--- config.mk ---
export PLATFORM = sky130hd
export DESIGN_NAME = spi_xfer_engine
export DESIGN_NICKNAME = d
export VERILOG_FILES = /design/src/rtl/spi_xfer_pkg.sv /design/src/rtl/spi_baud_gen.sv /design/src/rtl/spi_io_stage.sv /design/src/rtl/spi_xfer_engine.sv
export SDC_FILE = /design/constraint.sdc
export NUM_CORES = 1
export LEC_CHECK = 0
export ABC_AREA = 1
export CORE_MARGIN = 2
export CORE_UTILIZATION = 31
export DETAILED_ROUTE_END_ITERATION = 12
export DONT_BUFFER_PORTS = 1
export GPL_TIMING_DRIVEN = 0
export RECOVER_POWER = 50
export SETUP_SLACK_MARGIN = 0.2
export SKIP_LAST_GASP = 1
export SLEW_MARGIN = 40
export SYNTH_ARGS = -nofsm -noshare
export SYNTH_HDL_FRONTEND = slang
export SYNTH_SLANG_ARGS = --single-unit
--- constraint.sdc ---
create_clock -name clk -period 3.79 [get_ports clk]
set_input_delay 0.5685 -clock clk [delete_from_list [all_inputs] [get_ports clk]]
set_output_delay 0.5685 -clock clk [all_outputs]
set_load 0.005 [all_outputs]
--- src/rtl/spi_xfer_pkg.sv ---
package spi_xfer_pkg;

  typedef enum logic [2:0] {
    ST_IDLE,
    ST_SETUP,
    ST_XFER,
    ST_RELEASE,
    ST_GAP,
    ST_TAIL
  } xfer_state_t;

  localparam logic [1:0] LB_DIRECT = 2'b01;
  localparam logic [1:0] LB_INVERT = 2'b10;

  // Data bits per frame for a 4-bit length code: linear up to 16, then 20/24/32.
  function automatic int unsigned frame_len(input logic [3:0] code);
    case (code)
      4'd13:   return 20;
      4'd14:   return 24;
      4'd15:   return 32;
      default: return 32'(code) + 32'd4;
    endcase
  endfunction

endpackage

--- src/rtl/spi_baud_gen.sv ---
module spi_baud_gen #(
  parameter int DIV_W  = 4,
  parameter int MULT_W = 2
) (
  input  logic              clk,
  input  logic              rst,
  input  logic              en,
  input  logic [DIV_W-1:0]  div,
  input  logic [MULT_W-1:0] mult,
  output logic              tick
);
  localparam int CNT_W = DIV_W + (1 << MULT_W) - 1;

  logic [CNT_W-1:0]  cnt;
  logic [MULT_W-1:0] mult_eff;
  logic [CNT_W:0]    half;

  // The multiplier only applies to the upper half of the divider range.
  assign mult_eff = div[DIV_W-1] ? mult : '0;
  assign half     = ({{(CNT_W + 1 - DIV_W){1'b0}}, div} + (CNT_W + 1)'(1)) << mult_eff;
  assign tick     = en && ({1'b0, cnt} == half - (CNT_W + 1)'(1));

  always_ff @(posedge clk) begin
    if (rst || !en) cnt <= '0;
    else if (tick)  cnt <= '0;
    else            cnt <= cnt + CNT_W'(1);
  end


  cnt_range_chk: assert property (@(posedge clk) disable iff (rst)
    en |-> ({1'b0, cnt} < half));

endmodule

--- src/rtl/spi_io_stage.sv ---
module spi_io_stage #(
  parameter int NUM_SS = 4,
  parameter int SEL_W  = 2
) (
  input  logic              ss_act,
  input  logic [SEL_W-1:0]  sel,
  input  logic [NUM_SS-1:0] pol,
  input  logic [1:0]        loop_mode,
  input  logic              mosi,
  input  logic              miso_pin,
  output logic [NUM_SS-1:0] ss_lines,
  output logic              miso_eff
);
  import spi_xfer_pkg::*;

  for (genvar g = 0; g < NUM_SS; g++) begin : g_line
    assign ss_lines[g] = (ss_act && (sel == SEL_W'(g))) ? pol[g] : ~pol[g];
  end

  always_comb begin
    case (loop_mode)
      LB_DIRECT: miso_eff = mosi;
      LB_INVERT: miso_eff = ~mosi;
      default:   miso_eff = miso_pin;
    endcase
  end

endmodule

--- src/rtl/spi_xfer_engine.sv ---
module spi_xfer_engine
  import spi_xfer_pkg::*;
#(
  parameter int DATA_W = 32,
  parameter int NUM_SS = 4,
  parameter int DIV_W  = 4,
  parameter int MULT_W = 2,
  parameter int DLY_W  = 3
) (
  input  logic                      clk,
  input  logic                      rst,
  input  logic                      start,
  input  logic [DATA_W-1:0]         tx_word,
  input  logic                      cpol,
  input  logic                      cpha,
  input  logic                      lsb_first,
  input  logic [1:0]                par_mode,
  input  logic [3:0]                len_code,
  input  logic [DIV_W-1:0]          div_sel,
  input  logic [MULT_W-1:0]         mult_sel,
  input  logic [DLY_W-1:0]          setup_dly,
  input  logic [DLY_W-1:0]          hold_dly,
  input  logic [DLY_W-1:0]          gap_dly,
  input  logic [1:0]                loop_mode,
  input  logic [$clog2(NUM_SS)-1:0] ss_sel,
  input  logic [NUM_SS-1:0]         ss_pol,
  input  logic                      miso,
  output logic                      sck,
  output logic                      mosi,
  output logic [NUM_SS-1:0]         ss_out,
  output logic                      busy,
  output logic                      done,
  output logic                      par_err,
  output logic [DATA_W-1:0]         rx_word
);
  localparam int SEL_W  = $clog2(NUM_SS);
  localparam int IDX_W  = $clog2(DATA_W);
  localparam int NB_W   = $clog2(DATA_W + 2);
  localparam int EDGE_W = NB_W + 1;

  xfer_state_t        state;
  logic               cpol_q, cpha_q, lsb_q, par_en_q, par_odd_q, tx_par_q;
  logic [DIV_W-1:0]   div_q;
  logic [MULT_W-1:0]  mult_q;
  logic [NB_W-1:0]    nd_q;
  logic [DLY_W-1:0]   setup_q, hold_q, gap_q;
  logic [SEL_W-1:0]   sel_q;
  logic [1:0]         loop_q;
  logic [DATA_W-1:0]  tx_q, rx_d;
  logic               rx_p, ss_act, tail, tick, miso_eff;
  logic [DLY_W:0]     hcnt;
  logic [EDGE_W-1:0]  ecnt;

  // Start-time decode of the incoming word.
  logic [NB_W-1:0]    nd_in, first_idx;
  logic [DATA_W-1:0]  mask_in;
  logic               par_in, first_bit_in;

  assign nd_in     = NB_W'(frame_len(len_code));
  assign first_idx = nd_in - 1'b1;

  always_comb begin
    for (int i = 0; i < DATA_W; i++) mask_in[i] = (i < int'(nd_in));
  end

  assign par_in       = par_mode[1] ^ (^(tx_word & mask_in));
  assign first_bit_in = lsb_first ? tx_word[0] : tx_word[first_idx[IDX_W-1:0]];

  // Edge bookkeeping for the running frame.
  logic [NB_W-1:0]   nb, edge_j, launch_j, launch_idx, samp_idx;
  logic              edge_odd, edge_fire, do_launch, do_sample, last_edge, launch_bit;
  logic              setup_end, hold_end, gap_end;

  assign nb         = nd_q + NB_W'(par_en_q);
  assign edge_j     = ecnt[EDGE_W-1:1];
  assign edge_odd   = ~ecnt[0];
  assign launch_j   = cpha_q ? edge_j : edge_j + 1'b1;
  assign launch_idx = lsb_q ? launch_j : nd_q - 1'b1 - launch_j;
  assign samp_idx   = lsb_q ? edge_j : nd_q - 1'b1 - edge_j;
  assign launch_bit = (launch_j < nd_q) ? tx_q[launch_idx[IDX_W-1:0]] : tx_par_q;

  assign setup_end  = (hcnt == {setup_q, 1'b1});
  assign hold_end   = (hcnt == {hold_q, 1'b1});
  assign gap_end    = (hcnt == {gap_q, 1'b1});

  assign edge_fire  = tick && (((state == ST_SETUP) && setup_end) || (state == ST_XFER));
  assign do_launch  = edge_fire && (edge_odd == cpha_q) && (launch_j < nb);
  assign do_sample  = edge_fire && (edge_odd != cpha_q);
  assign last_edge  = ((ecnt + EDGE_W'(1)) == {nb, 1'b0});

  assign busy = (state != ST_IDLE);

  spi_baud_gen #(
    .DIV_W  (DIV_W),
    .MULT_W (MULT_W)
  ) u_baud (
    .clk  (clk),
    .rst  (rst),
    .en   ((state != ST_IDLE) && (state != ST_TAIL)),
    .div  (div_q),
    .mult (mult_q),
    .tick (tick)
  );

  spi_io_stage #(
    .NUM_SS (NUM_SS),
    .SEL_W  (SEL_W)
  ) u_io (
    .ss_act    (ss_act),
    .sel       (sel_q),
    .pol       (ss_pol),
    .loop_mode (loop_q),
    .mosi      (mosi),
    .miso_pin  (miso),
    .ss_lines  (ss_out),
    .miso_eff  (miso_eff)
  );

  always_ff @(posedge clk) begin
    if (rst) begin
      state     <= ST_IDLE;
      sck       <= 1'b0;
      mosi      <= 1'b0;
      ss_act    <= 1'b0;
      done      <= 1'b0;
      par_err   <= 1'b0;
      rx_word   <= '0;
      rx_d      <= '0;
      rx_p      <= 1'b0;
      hcnt      <= '0;
      ecnt      <= '0;
      tail      <= 1'b0;
      cpol_q    <= 1'b0;
      cpha_q    <= 1'b0;
      lsb_q     <= 1'b0;
      par_en_q  <= 1'b0;
      par_odd_q <= 1'b0;
      tx_par_q  <= 1'b0;
      div_q     <= '0;
      mult_q    <= '0;
      nd_q      <= '0;
      setup_q   <= '0;
      hold_q    <= '0;
      gap_q     <= '0;
      sel_q     <= '0;
      loop_q    <= '0;
      tx_q      <= '0;
    end else begin
      done    <= 1'b0;
      par_err <= 1'b0;

      if (do_launch) mosi <= launch_bit;
      if (do_sample) begin
        if (edge_j < nd_q) rx_d[samp_idx[IDX_W-1:0]] <= miso_eff;
        else               rx_p <= miso_eff;
      end
      if (edge_fire) begin
        sck  <= ~sck;
        ecnt <= ecnt + EDGE_W'(1);
      end

      case (state)
        ST_IDLE: begin
          sck <= cpol;
          if (start) begin
            state     <= ST_SETUP;
            ss_act    <= 1'b1;
            hcnt      <= '0;
            ecnt      <= '0;
            rx_d      <= '0;
            rx_p      <= 1'b0;
            mosi      <= first_bit_in;
            cpol_q    <= cpol;
            cpha_q    <= cpha;
            lsb_q     <= lsb_first;
            par_en_q  <= par_mode[0];
            par_odd_q <= par_mode[1];
            tx_par_q  <= par_in;
            div_q     <= div_sel;
            mult_q    <= mult_sel;
            nd_q      <= nd_in;
            setup_q   <= setup_dly;
            hold_q    <= hold_dly;
            gap_q     <= gap_dly;
            sel_q     <= ss_sel;
            loop_q    <= loop_mode;
            tx_q      <= tx_word;
          end
        end
        ST_SETUP: if (tick) begin
          if (setup_end) state <= ST_XFER;
          else           hcnt  <= hcnt + 1'b1;
        end
        ST_XFER: if (tick && last_edge) begin
          state <= ST_RELEASE;
          hcnt  <= '0;
        end
        ST_RELEASE: if (tick) begin
          if (hold_end) begin
            ss_act  <= 1'b0;
            done    <= 1'b1;
            rx_word <= rx_d;
            par_err <= par_en_q && (rx_p != (par_odd_q ^ (^rx_d)));
            state   <= ST_GAP;
            hcnt    <= '0;
          end else begin
            hcnt <= hcnt + 1'b1;
          end
        end
        ST_GAP: if (tick) begin
          if (gap_end) begin
            state <= ST_TAIL;
            tail  <= 1'b0;
          end else begin
            hcnt <= hcnt + 1'b1;
          end
        end
        ST_TAIL: begin
          if (tail) state <= ST_IDLE;
          else      tail  <= 1'b1;
        end
        default: state <= ST_IDLE;
      endcase
    end
  end


  ss_onehot_chk: assert property (@(posedge clk) disable iff (rst)
    $onehot0(~(ss_out ^ ss_pol)));


  sck_idle_chk: assert property (@(posedge clk) disable iff (rst)
    (!$past(rst) && ($past(state) == ST_IDLE)) |-> (sck == $past(cpol)));


  done_release_chk: assert property (@(posedge clk) disable iff (rst)
    done |-> (ss_out == ~ss_pol));


  perr_done_chk: assert property (@(posedge clk) disable iff (rst)
    par_err |-> done);


  edge_bound_chk: assert property (@(posedge clk) disable iff (rst)
    (state == ST_XFER) |-> (ecnt < {nb, 1'b0}));

endmodule

==> results by group, run 1 <==
STA
  • Fin worst setup slack: between 0.4 and 0.5 ns
  • Max-slew violation count: 0
  • Crit share post-route: 0.873
  • Hold Violations, Final: 0
  • Max Fclk: 302 MHz
  • Clock skew: 0.0203 ns
  • Finish-stage setup viols: 0
  • Unrepaired setup endpoints after global routing: true
  • Worst Tran Pin Value: a little under 1 ns
  • Tmin final: roughly 3.3 ns
  • Hold_ws: roughly 0.24 ns
  • Relative slew slack: 0.331
  • Fin Setup TNS: 0 ns

Power
  • Combinational group share of total power: 0.382
  • Internal Power: 3650 uW
  • Sw Ratio: 0.409
  • Switching power: about 2500 uW
  • Leak: 0.00487 uW
  • Max VDD drop: 0.276 mV
  • Clock share of power: 0.308
  • PD cells: roughly 570 mW/mm2
  • Sequential Power Share: 0.310

Worst setup path
  • Critical path origin: ecnt[2]$_SDFF_PP0_
  • CP endpoint kind: flop
  • Critical Path Source Type: flop
  • CP max-delay cell: fa_1
  • Most Frequent Cell on Critical Path: nand2_1
  • CP Max Fanout: 9
  • Critical path cell sequence: clkbuf_1 -> nand2_1 -> o21ai_2 -> inv_1 -> fa_1 -> nand2_1 -> a21boi_4 -> inv_1 -> o211ai_1 -> nand3_1 -> nand3_1 -> nand2_1 -> nor2_1 -> o22ai_1 -> o211ai_1 -> nand2_1
  • Crit path max-delay family: compound AO/OA/AOI/OAI gates
  • Setup CP Type: reg -> reg
  • Worst endpoint required time: 4.10 ns
  • WP buf/inv: 3
  • Crit path largest cell delay: 0.47 ns
  • Critical path arrival: 3.62 ns
  • Start of the worst register-to-register path: ecnt[2]$_SDFF_PP0_

Placement
  • Number of port buffers: 0
  • Dpl hpwl: 22200 um
  • Worst slack at placement: -0.110 ns
  • Placed insts: 1829
  • GPL Wtd Cong: 0.906

Floorplan
  • I/O pins: 109
  • DIE AREA: 0.0328 mm2
  • Chip height: approximately 180 um
  • Core region area: 0.0307 mm2
  • Die Width: 181 um
  • Initial Util: 0.316
  • Row count: 64

Clocking
  • Clock Sinks: 154
  • Worst-path clk slew: 0.08 ns
  • Setup Buffers After CTS: 0
  • Root Driver: clkbuf_16
  • CTS tree: done
  • Worst-Skew Late Latency: 0.44 ns
  • H-tree depth: 4
  • CTS Buf Count: 17
  • Maximum buffer depth of the clock tree: 2
  • # hold bufs at CTS: 0

Global route
  • Remaining global-route overflow: 0
  • Number of global-route vias before repair: 8974
  • Initial antenna violation count: 0
  • Largest net degree at the start of global routing: 17
  • Global-route wire length before repair: 46000 um
  • Gr usage total: 0.174

Yosys
  • Yosys top cell area share: 0.317
  • Primary FF master, synth: dfxtp_1
  • Yosys warnings: 0
  • Synth area leaders: dfxtp_1 32%, nand2_1 12%, nor2_1 7.1%
  • Post-synth top cells: 302 x nand2_1, 184 x nor2_1, 173 x inv_1
  • Post-synth EDFFs: 0
  • Top-count cell post-synth: nand2_1
  • Syn avg cell area: 6.78 um2
  • Post-synth cell types: 51
  • Mapped Cells: 1433
  • Register bit total from synthesis: 154
  • Synth Net Count: 1548
  • Post-synthesis async set-or-reset flop share: 0
  • Sequential-to-total area share from yosys stat: 0.317
  • Post-synthesis cell area: 0.00972 mm2
  • Area leader, netlist: dfxtp_1

Job
  • Max-cap violations: 0

Routing
  • Post-DRT Antenna Nets: 0
  • Pre-Repair DR Iteration Count: 5
  • DRC violations left: 0
  • Initial DRC count: 660
  • Avg WL per Cell: 15.2 um
  • Vias/cell: 4.98
  • WL final: 28200 um
  • Vias: 9274

Final layout
  • Share of layout cells above drive strength 1: 0.0662
  • Layout net count: between 1500 and 2000
  • Layout overhead on the synthesized area: 12.2%
  • Number of diodes: 0
  • Final non-filler cell total: 1861

Outcome
  • Status: complete, no violations

Min path
  • Worst Hold Launch: tx_word[24]
  • Hold Path Class: in -> reg
==> layout by cell type, fill, tap and decap left out, drive strengths merged, types with 6 or more instances in the layout <==
master	n
a21oi	76
a22o	11
buf	12
clkbuf	49
dfxtp	154
ha	45
inv	186
nand2	312
nand3	112
nand4	11
nor2	194
nor3	6
o211ai	20
o21ai	126
o22ai	19
or2	6
xnor2	38
xor2	49
==> timing repair <==
item | 4_1_cts | 5_1_grt
setup endpoints to repair | 1 | 20
gates cloned | 0 | 0
gates resized for setup | 1 | 12
==> metrics by stage <==
step	utilization	area [um2]	total power (uW)
after CTS	0.353	10900	6160
after floorplan	-	9720	3660
after detailed placement	0.332	10200	4240
after global placement	0.332	10200	4200
after global routing	0.355	10900	6610
final	0.355	10900	6180
==> registers in the layout, summed over array words and instances, names as in the netlist, 2 cells and up <==
| signal | count |
|---|---|
| ecnt | 7 |
| tx_q | 32 |
| state | 3 |
| rx_d | 32 |
| setup_q | 3 |
| loop_q | 2 |
| sel_q | 2 |
| gap_q | 3 |
| hold_q | 3 |
| nd_q | 6 |
| hcnt | 4 |
| mult_q | 2 |
| u_baud.cnt | 7 |
| div_q | 4 |
| rx_word | 32 |
==> per-layer routing <==
metal | GRT usage | vias to the layer above | part of all wire
met1 | 0.229 | 4294 | 0.47
met2 | 0.287 | 255 | 0.45
met4 | 0.0595 | 0 | 0.023
met3 | 0.0333 | 37 | 0.060
li1 | - | 4688 | -
met5 | 0 | - | 0
==> cell type report <==
type / count / area [um2]
Clock buffer: 17 / 425
Buffer: 44 / 213
Fill cell: 3329 / 19800
Clock inverter: 15 / 225
Inverter: 181 / 683
Tap cell: 396 / 495
Sequential cell: 154 / 3080
Multi-Input combinational cell: 1054 / 5780
==> worst reg2reg max path: cells and delay by family (launching register included) <==
family          cells  cell delay (ns)
compound gates      5             0.89
fa+ha+maj           1             0.47
buf+inv             3             0.71
flops               1             0.46
simple gates        7             0.68
==> logic make-up after synthesis <==
family	Yosys count	share of synthesized area
AOI/OAI and AO/OA	270	0.158
xor gates and xnor gates	87	0.0784
adders and majority gates	47	0.0620
buffers and inverters	225	0.0920
DFF	154	0.317
and+or+nand+nor	650	0.292
==> power groups by stage <==
stage          Clock, uW  Combinational (uW)  Sequential [uW]
6_report            1900                2360             1910
3_5_place_dp           0                2290             1940
2_1_floorplan          0                1760             1900
5_1_grt             2000                2680             1930
4_1_cts             1940                2310             1910
3_3_place_gp           0                2250             1940
==> worst paths after layout <==
path | slack (ns) | cells past startpoint | to
worst max-delay path | 0.48 | 16 | mosi$_SDFF_PP0_
worst max register to register | 0.48 | 16 | mosi$_SDFF_PP0_
worst min register to register | 0.46 | 2 | rx_p$_SDFF_PP0_
worst min-delay path | 0.24 | 2 | tx_q[24]$_SDFFE_PP0P_
Power figures use the tool's default switching activity.
==> run 2: changes to the inputs <==
Settings changed: CTS_BUF_LIST set to sky130_fd_sc_hd__clkbuf_16, SYNTH_HIERARCHICAL set to 1.
==> run 2 against run 1 <==
Compared with the run above:
- design area increased by 0.25%
- first-iteration DRC count decreased by 11%
- synthesized area increased by 0.61%
==> results by group, run 2 <==
Floorplan
  • I/O pins: 109
  • Chip height: 182 um
  • DIE AREA: 0.0330 mm2
  • Die Width: 182 um
  • Row count: 65
  • Initial Util: 0.312
  • Core region area: 0.0313 mm2

Worst setup path
  • CP max-delay cell: dfxtp_1
  • Worst endpoint required time: around 4.1 ns
  • Crit path max-delay family: simple AND/OR/NAND/NOR gates
  • Critical Path Source Type: flop
  • CP Max Fanout: 10
  • WP buf/inv: 4
  • Setup CP Type: reg -> reg
  • Critical path cell sequence: ha_1 -> nand2_1 -> o21ai_0 -> nand2_1 -> ha_1 -> a21oi_1 -> o21ai_0 -> nor2_1 -> nand2_1 -> nor2_1 -> nand2_1 -> nor2_2 -> nand3_1 -> inv_2 -> inv_1 -> nor3_4 -> inv_2 -> buf_2 -> nor2_1 -> nor2_1
  • Crit path largest cell delay: 0.37 ns
  • Critical path arrival: between 3 and 4 ns
  • CP endpoint kind: flop

Global route
  • Largest net degree at the start of global routing: 17
  • Global-route wire length before repair: 44800 um
  • Remaining global-route overflow: 0
  • Gr usage total: 0.167
  • Number of global-route vias before repair: 8930
  • Initial antenna violation count: 1

Final layout
  • Fillers: ~3300
  • Register Area: 0.00308 mm2
  • Number of diodes: 0
  • Top flop regs: rx_d: 32 flops, rx_word: 32 flops, tx_q: 32 flops
  • Commonest cells after routing, fill and taps aside: 302 x nand2_1, 175 x inv_1, 161 x nor2_1
  • Share of layout cells above drive strength 1: 0.0750
  • Most common cell after layout, fill and taps aside: nand2_1
  • Multi-input logic area: 0.00573 mm2
  • Layout net count: 1594
  • Layout overhead on the synthesized area: 11.8%
  • Final non-filler cell total: 1896

Routing
  • Vias/cell: between 4 and 5
  • Pre-Repair DR Iteration Count: 7
  • Initial DRC count: between 500 and 600
  • Vias: 9336
  • DRC violations left: 0
  • Post-DRT Antenna Nets: 0
  • Avg WL per Cell: 14.5 um
  • WL final: ~28000 um

Clocking
  • CTS Buf Count: 17
  • H-tree depth: 4
  • Maximum buffer depth of the clock tree: 2
  • Worst-Skew Late Latency: 0.44 ns
  • Worst-path clk slew: 0.07 ns
  • CTS tree: done
  • Clock Sinks: 154
  • Root Driver: clkbuf_16

Yosys
  • Compound-cell area share of the yosys netlist: 0.174
  • Post-synthesis cell area: 0.00978 mm2
  • Yosys warnings: 6
  • Yosys top cell area share: 0.315
  • Primary FF master, synth: dfxtp_1
  • Mapped Cells: 1458
  • Area leader, netlist: dfxtp_1
  • Post-Synth Adder-Cell Area: 0.0591
  • Top-count cell post-synth: nand2_1
  • Simple-Gate Fraction of Synth Area: 0.286
  • Synth area leaders: dfxtp_1 32%, nand2_1 12%, inv_1 6.8%
  • Main combinational cell family by area after synthesis: simple AND/OR/NAND/NOR gates
  • Post-synth cell types: 48
  • Register bit total from synthesis: 154
  • Post-synthesis async set-or-reset flop share: 0
  • Synth Area in XOR/XNOR: 0.0679
  • Sequential-to-total area share from yosys stat: 0.315
  • Post-synth top cells: 301 x nand2_1, 178 x inv_1, 162 x nor2_1
  • Mux share of post-synthesis cell area: 0
  • Synth Net Count: 1571
  • Syn avg cell area: between 6 and 7 um2
  • Post-synth EDFFs: 0

Power
  • Clock share of power: 0.300
  • Sw Ratio: 0.406
  • Switching power: between 2000 and 2500 uW
  • Combinational group share of total power: 0.381
  • Total Power: 6070 uW
  • Sequential Power Share: 0.319
  • Internal Power: 3610 uW
  • Leak: 0.00495 uW
  • Max VDD drop: 0.336 mV
  • PD cells: between 500 and 600 mW/mm2

STA
  • Finish-stage setup viols: 0
  • Max Fclk: 296 MHz
  • Worst Tran Pin Value: approximately 0.67 ns
  • Clock skew: 0.0175 ns
  • Unrepaired setup endpoints after global routing: false
  • Hold Violations, Final: 0
  • Crit share post-route: 0.890
  • Tmin final: 3.37 ns
  • Fin Setup TNS: 0 ns
  • Max-slew violation count: 0
  • Relative slew slack: 0.555

Placement
  • Dpl hpwl: 21500 um
  • Placed insts: ~1900
  • GPL Wtd Cong: 0.921
  • Number of port buffers: 0

Outcome
  • Status: complete, no violations

Min path
  • Hold Path Class: in -> reg

Job
  • Max-cap violations: 0
-- run 2: cell count changes in the layout (fill, tap and decap cells not counted), moves of 10 or more --
| cell | delta |
|---|---|
| a21oi_1 | +12 |
| inv_2 | +10 |
| nand4_1 | +12 |
| nor2_1 | -18 |
| o21ai_0 | +14 |
-- run 2: power by group through the flow --
stage | registers (uW) | logic (uW) | clock network (uW)
6_report | 1930 | 2310 | 1820
2_1_floorplan | 1920 | 1770 | 0
5_1_grt | 1960 | 2640 | 1920
4_1_cts | 1930 | 2310 | 1860
3_5_place_dp | 1970 | 2300 | 0
3_3_place_gp | 1960 | 2270 | 0
-- run 2: per-layer routing --
layer  vias up  wire length, um  global-route usage
met5         -                2                   0
met4         2              489              0.0546
met3        31             1860              0.0365
met2       262            12300               0.270
met1      4239            12900               0.220
li1       4802                -                   -
-- run 2: final timing paths --
| path | start | to | slack (ns) | depth (start not counted) |
|---|---|---|---|---|
| hold / removal | tx_word[28] | tx_q[28]$_SDFFE_PP0P_ | 0.25 | 2 |
| hold reg to reg | tx_par_q$_SDFFE_PP0P_ | tx_par_q$_SDFFE_PP0P_ | 0.45 | 2 |
| setup / recovery | div_q[0]$_SDFFE_PP0P_ | rx_word[1]$_SDFFE_PP0P_ | 0.42 | 20 |
| setup reg to reg | div_q[0]$_SDFFE_PP0P_ | rx_word[1]$_SDFFE_PP0P_ | 0.42 | 20 |
-- run 2: final cells by class --
| class | count | share of cell area |
|---|---|---|
| multi-input combinational | 1066 | 0.525 |
| sequential | 154 | 0.282 |
| inverter | 190 | 0.0665 |
| tap | 402 | 0.0460 |
| clock buffer | 17 | 0.0389 |
| buffer | 48 | 0.0212 |
| clock inverter | 15 | 0.0180 |
| timing repair buffer | 4 | 0.00275 |
-- run 2: what timing repair did --
action / CTS / global route
hold buffers: 0 / 0
setup endpoints to repair: 32 / 65
gates resized for setup: 0 / 15
pin swaps: 3 / 1
buffers inserted: 4 / 0
hold endpoints to repair: 0 / 0
cloned: 0 / 0
-- run 2: per-stage QoR --
stage	utilization	area [um2]	worst slack [ns]	hold slack (ns)
floorplan	-	9780	0.871	0.426
global placement	0.328	10300	0.128	0.442
detailed placement	0.328	10300	0.144	0.440
CTS	0.349	10900	0.279	0.229
global route	0.349	10900	0.160	0.239
finish	0.349	10900	0.417	0.246
-- run 2: cell families (layout without fill, tap and decap cells) --
group | Yosys count | in the layout
and+or+nand+nor | 646 | 646
AOI/OAI and AO/OA | 300 | 300
buffers and inverters | 238 | 274
DFF | 154 | 154
xor gates and xnor gates | 75 | 75
adders and majority gates | 45 | 45
==> run 3: changes to the inputs <==
Settings changed: CORE_UTILIZATION 31 to 30, REMOVE_ABC_BUFFERS set to 1.
==> run 3 against run 2 <==
Compared with the run above:
- count of clock-buffer cells in the layout unchanged
- global-route usage fell by 0.86 points
- register-to-register slack gained 0.05 ns
- combinational power shrank 2%
- routed wire length shrank 4.0%
- critical path depth grew 1
- clock power fell by 7%
- non-clock buffer count is 40 lower
- cell count down 0.16%
- sequential power about the same
- critical path type unchanged
==> results by group, run 3 (same netlist as run 2, synthesis figures left out) <==
Outcome
  • Status: complete, no violations

Routing
  • Pre-Repair DR Iteration Count: 5
  • Vias/cell: 4.78
  • WL final: 26500 um
  • Vias: 9058
  • Avg WL per Cell: around 14 um
  • Post-DRT Antenna Nets: 0
  • DRC violations left: 0
  • Initial DRC count: a little under 600

Worst setup path
  • Start of the worst register-to-register path: div_q[0]$_SDFFE_PP0P_
  • Setup CP Type: reg -> reg
  • CP max-delay cell: dfxtp_2
  • CP Max Fanout: 11
  • Worst Setup EP: rx_d[6]$_SDFF_PP0_
  • Crit path largest cell delay: 0.36 ns
  • FF-to-FF End: rx_d[6]$_SDFF_PP0_
  • Reg2reg path depth: 21
  • Worst endpoint required time: 4.15 ns
  • Crit path depth: 21
  • WP buf/inv: 2
  • Critical path cell sequence: ha_1 -> nand2_1 -> o21ai_2 -> nand2_1 -> ha_1 -> a21oi_1 -> o21ai_0 -> nor2_1 -> nand2_1 -> nor2_1 -> nand2_1 -> nor2_1 -> nand3_4 -> inv_4 -> nand2_4 -> nor2_4 -> nand4_1 -> buf_4 -> nor2_1 -> o21ai_0 -> a21oi_1
  • Crit path max-delay family: simple AND/OR/NAND/NOR gates
  • CP endpoint kind: flop
  • Worst R2R Setup Slack: 0.46 ns
  • Critical path arrival: ~3.7 ns
  • Critical path origin: div_q[0]$_SDFFE_PP0P_
  • Critical Path Source Type: flop

Final layout
  • Number of diodes: 0
  • Final non-filler cell total: 1893
  • Layout overhead on the synthesized area: 11.0%
  • Most common cell after layout, fill and taps aside: nand2_1
  • Share of layout cells above drive strength 1: 0.0731
  • Layout Cell Area excl Fill: 0.0109 mm2
  • Layout net count: 1554
  • Top flop regs: rx_d: 32 flops, rx_word: 32 flops, tx_q: 32 flops
  • Final Util: 0.336
  • Commonest cells after routing, fill and taps aside: 299 x nand2_1, 173 x inv_1, 161 x nor2_1

Global route
  • Number of global-route vias before repair: 8638
  • Initial antenna violation count: 0
  • Global-route wire length before repair: between 40000 and 50000 um
  • Largest net degree at the start of global routing: 58
  • Remaining global-route overflow: 0
  • Gr usage total: 0.158

STA
  • Max Fclk: 301 MHz
  • Tmin final: between 3 and 4 ns
  • Unrepaired setup endpoints after global routing: true
  • Relative slew slack: 0.0255
  • Hold_ws: 0.211 ns
  • Max-slew violation count: 0
  • Hold Violations, Final: 0
  • Crit share post-route: 0.877
  • Finish-stage setup viols: 0
  • Clock skew: 0.0109 ns
  • Worst Tran Pin Value: 1.46 ns

Job
  • Max-cap violations: 0

Power
  • Sequential Power Share: 0.331
  • Max VDD drop: about 0.22 mV
  • Clock share of power: 0.287
  • Combinational group share of total power: 0.382
  • Internal Power: 3560 uW
  • Total Power: 5930 uW
  • Switching power: 2380 uW
  • PD cells: 547 mW/mm2
  • Sw Ratio: 0.401
  • Leak: 0.00487 uW

Clocking
  • Root Driver: clkbuf_16
  • Worst-path clk slew: 0.06 ns
  • Worst-Skew Late Latency: 0.43 ns
  • H-tree depth: 4
  • CTS Buf Count: 17
  • Clock Sinks: 154
  • CTS tree: done
  • Maximum buffer depth of the clock tree: 2

Min path
  • Hold Path Class: in -> reg
  • WHS Path Cells: 1

Floorplan
  • Initial Util: 0.303
  • Die Width: 185 um
  • I/O pins: 109
  • DIE AREA: roughly 0.034 mm2
  • Core region area: ~0.032 mm2
  • Row count: 66
  • Chip height: 185 um

Placement
  • Dpl hpwl: slightly below 20000 um
  • Placed insts: 1856
  • Number of port buffers: 0
  • DP Area: between 0.01 and 0.015 mm2
  • GPL Wtd Cong: 0.893
-- run 3: cell count changes in the layout (fill, tap and decap cells not counted), moves of 3 or more --
cell,previous run,this run
buf_2,12,0
clkinvlp_4,0,3
clkbuf_1,28,0
nand2_1,302,299
inv_6,8,3
-- run 3: per-stage QoR --
stage / TNS [ns] / setup slack (ns)
6_report: 0 / 0.464
5_1_grt: 0 / 0.0833
4_1_cts: 0 / 0.235
3_5_place_dp: -4.49 / -0.198
3_3_place_gp: -131.69 / -1.26
2_1_floorplan: 0 / 0.244
-- run 3: layer usage --
layer / GRT usage / share of wire / vias up
li1: - / - / 4723
met1: 0.199 / 0.46 / 4122
met2: 0.265 / 0.47 / 185
met3: 0.0344 / 0.052 / 28
met4: 0.0560 / 0.019 / 0
met5: 0 / 0 / -
-- run 3: power groups by stage --
stage               sequential [uW]  combinational, uW  clock (uW)
floorplan                      1940               1700           0
global placement               1990               2170           0
detailed placement             1990               2240           0
CTS                            1960               2250        1740
global route                   1990               2600        1820
finish                         1960               2270        1700
-- run 3: repair_timing --
item	CTS	global route
pin swaps	4	2
gates resized for setup	3	14
setup endpoints to repair	66	74
setup buffers	6	2
hold buffers	0	0
-- run 3: worst reg2reg max path, cell delays in order (launching register included) --
cell and delay (ns):
dfxtp_2 0.36, ha_1 0.32, nand2_1 0.07, o21ai_2 0.08
nand2_1 0.11, ha_1 0.32, a21oi_1 0.14, o21ai_0 0.10
nor2_1 0.10, nand2_1 0.05, nor2_1 0.09, nand2_1 0.07
nor2_1 0.18, nand3_4 0.12, inv_4 0.11, nand2_4 0.14
nor2_4 0.15, nand4_1 0.12, buf_4 0.21, nor2_1 0.16
o21ai_0 0.11, a21oi_1 0.14
-- run 3: area by class of cell --
type	instances	area (um2)
clock buffers	17	425
clock inverters	12	151
fillers	3489	21400
inverters	190	737
multi-input cells	1066	5770
flip-flops and latches	154	3080
well taps	442	553
repair buffers	12	134
-- run 3: how the worst min path moves through the flow --
stage / slack (ns) / end / from
2_1_floorplan: 0.43 / tx_par_q$_SDFFE_PP0P_ / tx_par_q$_SDFFE_PP0P_
3_3_place_gp: 0.44 / tx_q[31]$_SDFFE_PP0P_ / tx_q[31]$_SDFFE_PP0P_
3_5_place_dp: 0.45 / tx_q[5]$_SDFFE_PP0P_ / tx_q[5]$_SDFFE_PP0P_
4_1_cts: 0.19 / hcnt[3]$_SDFFE_PP0P_ / rst
5_1_grt: 0.19 / tail$_SDFFE_PP0P_ / rst
6_report: 0.21 / hcnt[2]$_SDFFE_PP0P_ / rst
